===== config.mk =====
export PLATFORM = sky130hd
export DESIGN_NAME = rx_ring_dma
export DESIGN_NICKNAME = d
export VERILOG_FILES = /design/src/rtl/rx_ring_dma.sv
export SDC_FILE = /design/constraint.sdc
export NUM_CORES = 1
export LEC_CHECK = 0
export ABC_AREA = 1
export BUFFER_PORTS_ARGS = -buffer_cell sky130_fd_sc_hd__buf_2
export CAP_MARGIN = 5
export CORE_UTILIZATION = 50
export DETAILED_ROUTE_END_ITERATION = 12
export HOLD_SLACK_MARGIN = 0.03
export PLACE_DENSITY = 0.7
export SYNTH_ARGS = -nofsm -noshare
export SYNTH_HDL_FRONTEND = slang
export SYNTH_SLANG_ARGS = --single-unit

===== constraint.sdc =====
create_clock -name clk -period 4.3 [get_ports clk]
set_clock_uncertainty 0.15 [all_clocks]
set_input_delay 0.215 -clock clk [delete_from_list [all_inputs] [get_ports clk]]
set_output_delay 0.215 -clock clk [all_outputs]
set_load 0.01 [all_outputs]

===== src/rtl/rx_ring_dma.sv =====
module rx_ring_dma #(
  parameter int AW = 32
) (
  input  logic          clk,
  input  logic          rst_n,
  input  logic          reg_we,
  input  logic [1:0]    reg_sel,
  input  logic [31:0]   reg_wdata,
  input  logic          rx_valid,
  input  logic [7:0]    rx_data,
  input  logic          rx_last,
  input  logic          rx_err,
  output logic          rx_ready,
  output logic          mem_rd,
  output logic          mem_wr,
  output logic [AW-1:0] mem_addr,
  output logic [31:0]   mem_wdata,
  input  logic [31:0]   mem_rdata,
  output logic          irq_done,
  output logic          irq_nodesc,
  output logic          rx_on,
  output logic          abort_busy,
  output logic [AW-1:0] cur_desc
);
  localparam int CW = 16;
  localparam int FW = CW + 2;

  typedef enum logic [2:0] {S_IDLE, S_FETCH, S_DATA, S_CNT, S_STAT, S_DROP} st_t;

  st_t           st;
  logic [2:0]    fc;
  logic [AW-1:0] first_ptr, dbuf, dnext;
  logic          stuff, own, irqb, firstd, lastd, errd;
  logic [1:0]    mfl;
  logic [CW-1:0] dsize, cnt;
  logic [FW-1:0] flen, limit;
  logic [31:0]   wbuf, merged;
  logic [1:0]    lane;
  logic          acc, buf_full;
  logic [CW-1:0] cnt_n;
  logic [FW-1:0] flen_n;

  always_comb begin
    case (mfl)
      2'd0:    limit = FW'(1518);
      2'd1:    limit = FW'(1536);
      2'd2:    limit = FW'(2048);
      default: limit = FW'(65536);
    endcase
  end

  assign rx_ready = (st == S_DATA) || (st == S_DROP);
  assign acc      = rx_valid && rx_ready;
  assign lane     = cnt[1:0];
  assign merged   = ((lane == 2'd0) ? 32'd0 : wbuf) | (32'(rx_data) << {lane, 3'b000});
  assign cnt_n    = cnt + 1'b1;
  assign flen_n   = flen + 1'b1;
  assign buf_full = (cnt_n == dsize);

  always_ff @(posedge clk) begin
    if (!rst_n) begin
      st <= S_IDLE; fc <= '0; first_ptr <= '0; cur_desc <= '0;
      dbuf <= '0; dnext <= '0; stuff <= 1'b0; own <= 1'b0; irqb <= 1'b0;
      firstd <= 1'b0; lastd <= 1'b0; errd <= 1'b0; mfl <= '0;
      dsize <= '0; cnt <= '0; flen <= '0; wbuf <= '0;
      mem_rd <= 1'b0; mem_wr <= 1'b0; mem_addr <= '0; mem_wdata <= '0;
      irq_done <= 1'b0; irq_nodesc <= 1'b0; rx_on <= 1'b0; abort_busy <= 1'b0;
    end else begin
      mem_rd     <= 1'b0;
      mem_wr     <= 1'b0;
      irq_done   <= 1'b0;
      irq_nodesc <= 1'b0;
      if (reg_we) begin
        case (reg_sel)
          2'd0: begin
            rx_on <= reg_wdata[7];
            if (reg_wdata[15]) abort_busy <= 1'b1;
          end
          2'd1: begin
            mfl   <= reg_wdata[1:0];
            stuff <= reg_wdata[2];
          end
          2'd2: begin
            first_ptr <= reg_wdata[AW-1:0];
            cur_desc  <= reg_wdata[AW-1:0];
          end
          default: cur_desc <= reg_wdata[AW-1:0];
        endcase
      end
      if (abort_busy) begin
        if (st != S_IDLE) st <= S_IDLE;
        else begin
          abort_busy <= 1'b0;
          cur_desc   <= first_ptr;
        end
      end else begin
        case (st)
          S_IDLE: if (rx_on && rx_valid) begin
            st <= S_FETCH; fc <= '0; firstd <= 1'b1; flen <= '0; errd <= 1'b0;
          end
          S_FETCH: begin
            fc <= fc + 1'b1;
            if (fc < 3'd4) begin
              mem_rd   <= 1'b1;
              mem_addr <= cur_desc + AW'({fc[1:0], 2'b00});
            end
            case (fc)
              3'd2: begin own <= mem_rdata[31]; irqb <= mem_rdata[23]; end
              3'd3: dsize <= mem_rdata[31:16];
              3'd4: dbuf <= mem_rdata[AW-1:0];
              3'd5: begin
                dnext <= mem_rdata[AW-1:0];
                wbuf  <= '0;
                if (own) begin
                  st  <= S_DATA;
                  cnt <= (firstd && stuff) ? CW'(2) : '0;
                end else begin
                  st         <= S_DROP;
                  irq_nodesc <= 1'b1;
                end
              end
              default: ;
            endcase
          end
          S_DATA: if (acc) begin
            wbuf <= merged;
            cnt  <= cnt_n;
            flen <= flen_n;
            if ((rx_last && rx_err) || (flen_n > limit)) errd <= 1'b1;
            if (lane == 2'd3 || rx_last || buf_full) begin
              mem_wr    <= 1'b1;
              mem_addr  <= dbuf + AW'({cnt[CW-1:2], 2'b00});
              mem_wdata <= merged;
            end
            if (rx_last || buf_full) begin
              st    <= S_CNT;
              lastd <= rx_last;
            end
          end
          S_CNT: begin
            mem_wr    <= 1'b1;
            mem_addr  <= cur_desc + AW'(4);
            mem_wdata <= {dsize, cnt};
            st        <= S_STAT;
          end
          S_STAT: begin
            mem_wr    <= 1'b1;
            mem_addr  <= cur_desc;
            mem_wdata <= {1'b0, 7'd0, irqb, 5'd0, firstd, lastd, lastd & errd, 15'd0};
            cur_desc  <= dnext;
            irq_done  <= lastd & irqb;
            firstd    <= 1'b0;
            if (lastd) st <= S_IDLE;
            else begin
              st <= S_FETCH;
              fc <= '0;
            end
          end
          S_DROP: if (acc && rx_last) st <= S_IDLE;
          default: st <= S_IDLE;
        endcase
      end
    end
  end
endmodule


==> results.cfg <==
[setup_path]
path_delay_family = simple AND/OR/NAND/NOR gates
cp.arrival_ns = 4.01
worst-endpoint-required_ns = 4.55
cp-start-kind = flip-flop
cp_num_buf_inv = 3
critical_path_max_stage_delay_ns = 0.59
crit_path_max_fanout = 27
crit_cells = 16
criticalPathCategory = flip-flop to flip-flop
crit_path_frequent_cell = sky130_fd_sc_hd__nand2_1
critical_path.slowest_cell = sky130_fd_sc_hd__dfxtp_1
reg2regPathDepth = 16
endpoint_kind = flip-flop
path_cells = inv_1 -> nor2_2 -> nand2_1 -> o21ai_1 -> nand2_1 -> nand2_1 -> nand2_1 -> nand2_1 -> nor2_1 -> nand3_2 -> nand3_2 -> buf_4 -> nand2_2 -> clkinv_2 -> nor2_1 -> nor2_1

[clock_network]
htree_num_levels = 2
cts_buffers = 34
tritoncts_clock_tree = built
cts_sinks = 294
post_cts_resize_count = 0
clkSlewWorstSetupHoldPaths_ns = 0.06
cts-root-to-sink-buffers = 3
clk_root_buffer_cell = sky130_fd_sc_hd__clkbuf_16
clk_latency_ns = 0.52

[power]
worst_ir_drop_vdd_mv = 0.340
p_leak_nw = 7.81
post-layout-total-power_mw = 8.85
power-per-cell-area_nw_per_um2 = 479

[synth]
synth-main-ff-cell = sky130_fd_sc_hd__dfxtp_1
yosysWarnings = 0
netlist.area_leader.share = 0.385
post-synth-top-area-cell = sky130_fd_sc_hd__dfxtp_1
edff_count_synth = 0
synthesis.instances = 2310
async_reset_ff_frac = 0
post_synth_num_cell_types = 50
ys_seq_elements = 294
synth_most_common_cell = sky130_fd_sc_hd__nor2_1
ys_top_cells_by_area = sky130_fd_sc_hd__dfxtp_1 39%, sky130_fd_sc_hd__nor2_1 12%, sky130_fd_sc_hd__nand2_1 11%, sky130_fd_sc_hd__o21ai_0 7.6%, sky130_fd_sc_hd__a21oi_1 5.0%
synthesis.area_per_instance_um2 = 6.62
netlist_top_cells_count = 500 x sky130_fd_sc_hd__nor2_1, 436 x sky130_fd_sc_hd__nand2_1, 294 x sky130_fd_sc_hd__dfxtp_1
syn-cell-area_um2 = 15300
yosysSeqAreaShare = 0.385
mappedNetlistNets = 2427

[layout]
drive_above_1_share = 0.110
area_growth_syn_to_layout_pct = 20.7
layout.cell_area.non_filler_um2 = 18500
finalNetCount = 2629
antenna_cells_inserted = 0

[sta]
report.final.setup_viol = 0
post-route-period-util = 0.874
max_slew.worst_pin.slew_ns = 1.19
grt_setup_unrepaired = no
report.final.slew_viol_count = 0
tns_ns = 0
fin_crit_ns = 3.76
hold_viol_final = 0
max-slew-margin-rel = 0.204
max_clock_freq_mhz = 266

[die]
core_region_area_um2 = 29900
starting_density = 0.512
dieArea_um2 = 31300
die_h_um = 177
die_width_um = 177
ios = 183
number_of_rows_created_at_floorplan = 63

[routing]
detail_route.drc_violations = 0
route.vias.total = 16800
detailedRoute.firstIterationViolations = 1666
avgViaCountPerCell = 5.73
wirelength_mm = 53.8
postRouteAntennaNets = 0
wl_per_cell_um = 18.4
drtPass1Iterations = 6

[placed_design]
port_buf_inserts = 182
hpwlAfterDp_mm = 38.4
gp_congestion = 0.983
placedInstanceArea_um2 = 16400

[hold_path]
hp-class = input pin to flip-flop
hold_depth = 3

[grt]
grt_pass1_vias = 15800
grt_max_degree = 75
antenna_found_initial = 0
aggregate_global_routing_overflow = 0
grt_pass1_wl_mm = 84.0
gr-usage-all-layers = 0.341

[flow_run]
drv_cap = 0

[outcome]
outcome = finished clean
==> flip-flops by register name (all words and copies together) (netlist names), 18 cells and up <==
signal,count
dnext,32
mem_wdata,32
dbuf,32
wbuf,32
first_ptr,32
flen,18
mem_addr,32
cur_desc,32
==> layout by cell type (no fill, tap or decap), types with 3 or more instances in the layout <==
cell                            instances
sky130_fd_sc_hd__nor2_1               495
sky130_fd_sc_hd__nand2_2                3
sky130_fd_sc_hd__a211oi_1              32
sky130_fd_sc_hd__a21o_1                 3
sky130_fd_sc_hd__nand3_2                3
sky130_fd_sc_hd__nand3b_1               9
sky130_fd_sc_hd__buf_2                181
sky130_fd_sc_hd__inv_1                175
sky130_fd_sc_hd__bufinv_16             10
sky130_fd_sc_hd__a2bb2oi_1              8
sky130_fd_sc_hd__buf_4                 25
sky130_fd_sc_hd__xnor2_1                4
sky130_fd_sc_hd__dfxtp_1              294
sky130_fd_sc_hd__nand4_1               25
sky130_fd_sc_hd__clkbuf_1               4
sky130_fd_sc_hd__clkinv_1               3
sky130_fd_sc_hd__a31oi_1                6
sky130_fd_sc_hd__o211ai_1               3
sky130_fd_sc_hd__nor2_2                 6
sky130_fd_sc_hd__o21ai_0              232
sky130_fd_sc_hd__o22ai_1               15
sky130_fd_sc_hd__nor4_1                12
sky130_fd_sc_hd__clkbuf_16             35
sky130_fd_sc_hd__a21oi_1              152
sky130_fd_sc_hd__xor2_1                19
sky130_fd_sc_hd__dlygate4sd3_1         80
sky130_fd_sc_hd__nand3_1              110
sky130_fd_sc_hd__nor3_1                27
sky130_fd_sc_hd__ha_1                  35
sky130_fd_sc_hd__a221oi_1              34
sky130_fd_sc_hd__clkinv_2               5
sky130_fd_sc_hd__o31ai_1                4
sky130_fd_sc_hd__o21ai_1               22
sky130_fd_sc_hd__nand2_1              435
==> cell families after synthesis <==
kind of cell,count (synthesis),share of synthesized area
compound gates,521,0.192
fa+ha+maj,37,0.0313
flops,294,0.385
mux,1,0.000655
xor+xnor,23,0.0132
buf+inv,301,0.0769
simple gates,1133,0.301
==> power breakdown <==
part	switching, mW	leakage [nW]	internal [mW]
Combinational	1.50	4.81	0.768
Sequential	0.224	2.39	3.05
Clock	1.18	0.612	2.12
Total	2.91	7.81	5.94
==> per-layer routing <==
layer | GRT usage | vias to the layer above | part of all wire | wire [um]
met2 | 0.570 | 778 | 0.47 | 25200
met1 | 0.422 | 7743 | 0.40 | 21600
li1 | - | 8053 | - | -
met3 | 0.0466 | 176 | 0.076 | 4070
met5 | 0 | - | 0 | 0
met4 | 0.189 | 0 | 0.054 | 2900
==> worst reg2reg max path: cells and delay by family, from the launching register on <==
kind | cells | cell delay (ns)
buffers and inverters | 3 | 1.06
AOI/OAI and AO/OA | 1 | 0.24
DFF | 1 | 0.59
and+or+nand+nor | 12 | 1.61
==> final timing paths <==
kind              startpoint     endpoint  slack (ns)
hold reg to reg      wbuf[4]      wbuf[4]        0.32
setup reg to reg      cnt[0]  mem_addr[8]        0.54
hold / removal         rst_n      dbuf[5]        0.05
setup / recovery      cnt[0]  mem_addr[8]        0.54
==> repair_timing <==
action,4_1_cts,5_1_grt
hold endpoints to repair,143,0
hold buffers,80,0
buffers inserted,0,0
setup endpoints to repair,0,0
==> layout make-up <==
| cell class | instances | area, um^2 |
|---|---|---|
| Multi-Input combinational cell | 1715 | 8250 |
| Timing Repair Buffer | 286 | 1890 |
| Inverter | 181 | 681 |
| Clock inverter | 17 | 344 |
| Clock buffer | 41 | 918 |
| Tap cell | 390 | 488 |
| Sequential cell | 294 | 5890 |
| Fill cell | 2776 | 11400 |
==> through the flow <==
step / setup WS [ns] / std cells / hold WS [ns] / util
CTS: 0.552 / 2924 / 0.0314 / 0.618
global placement: 0.737 / 2786 / 0.292 / 0.549
detailed placement: 0.580 / 2786 / 0.305 / 0.549
floorplan: 0.961 / 2310 / 0.200 / -
global route: 0.0881 / 2924 / 0.0704 / 0.618
finish: 0.540 / 2924 / 0.0473 / 0.618
(Power assumes the default switching activity.)
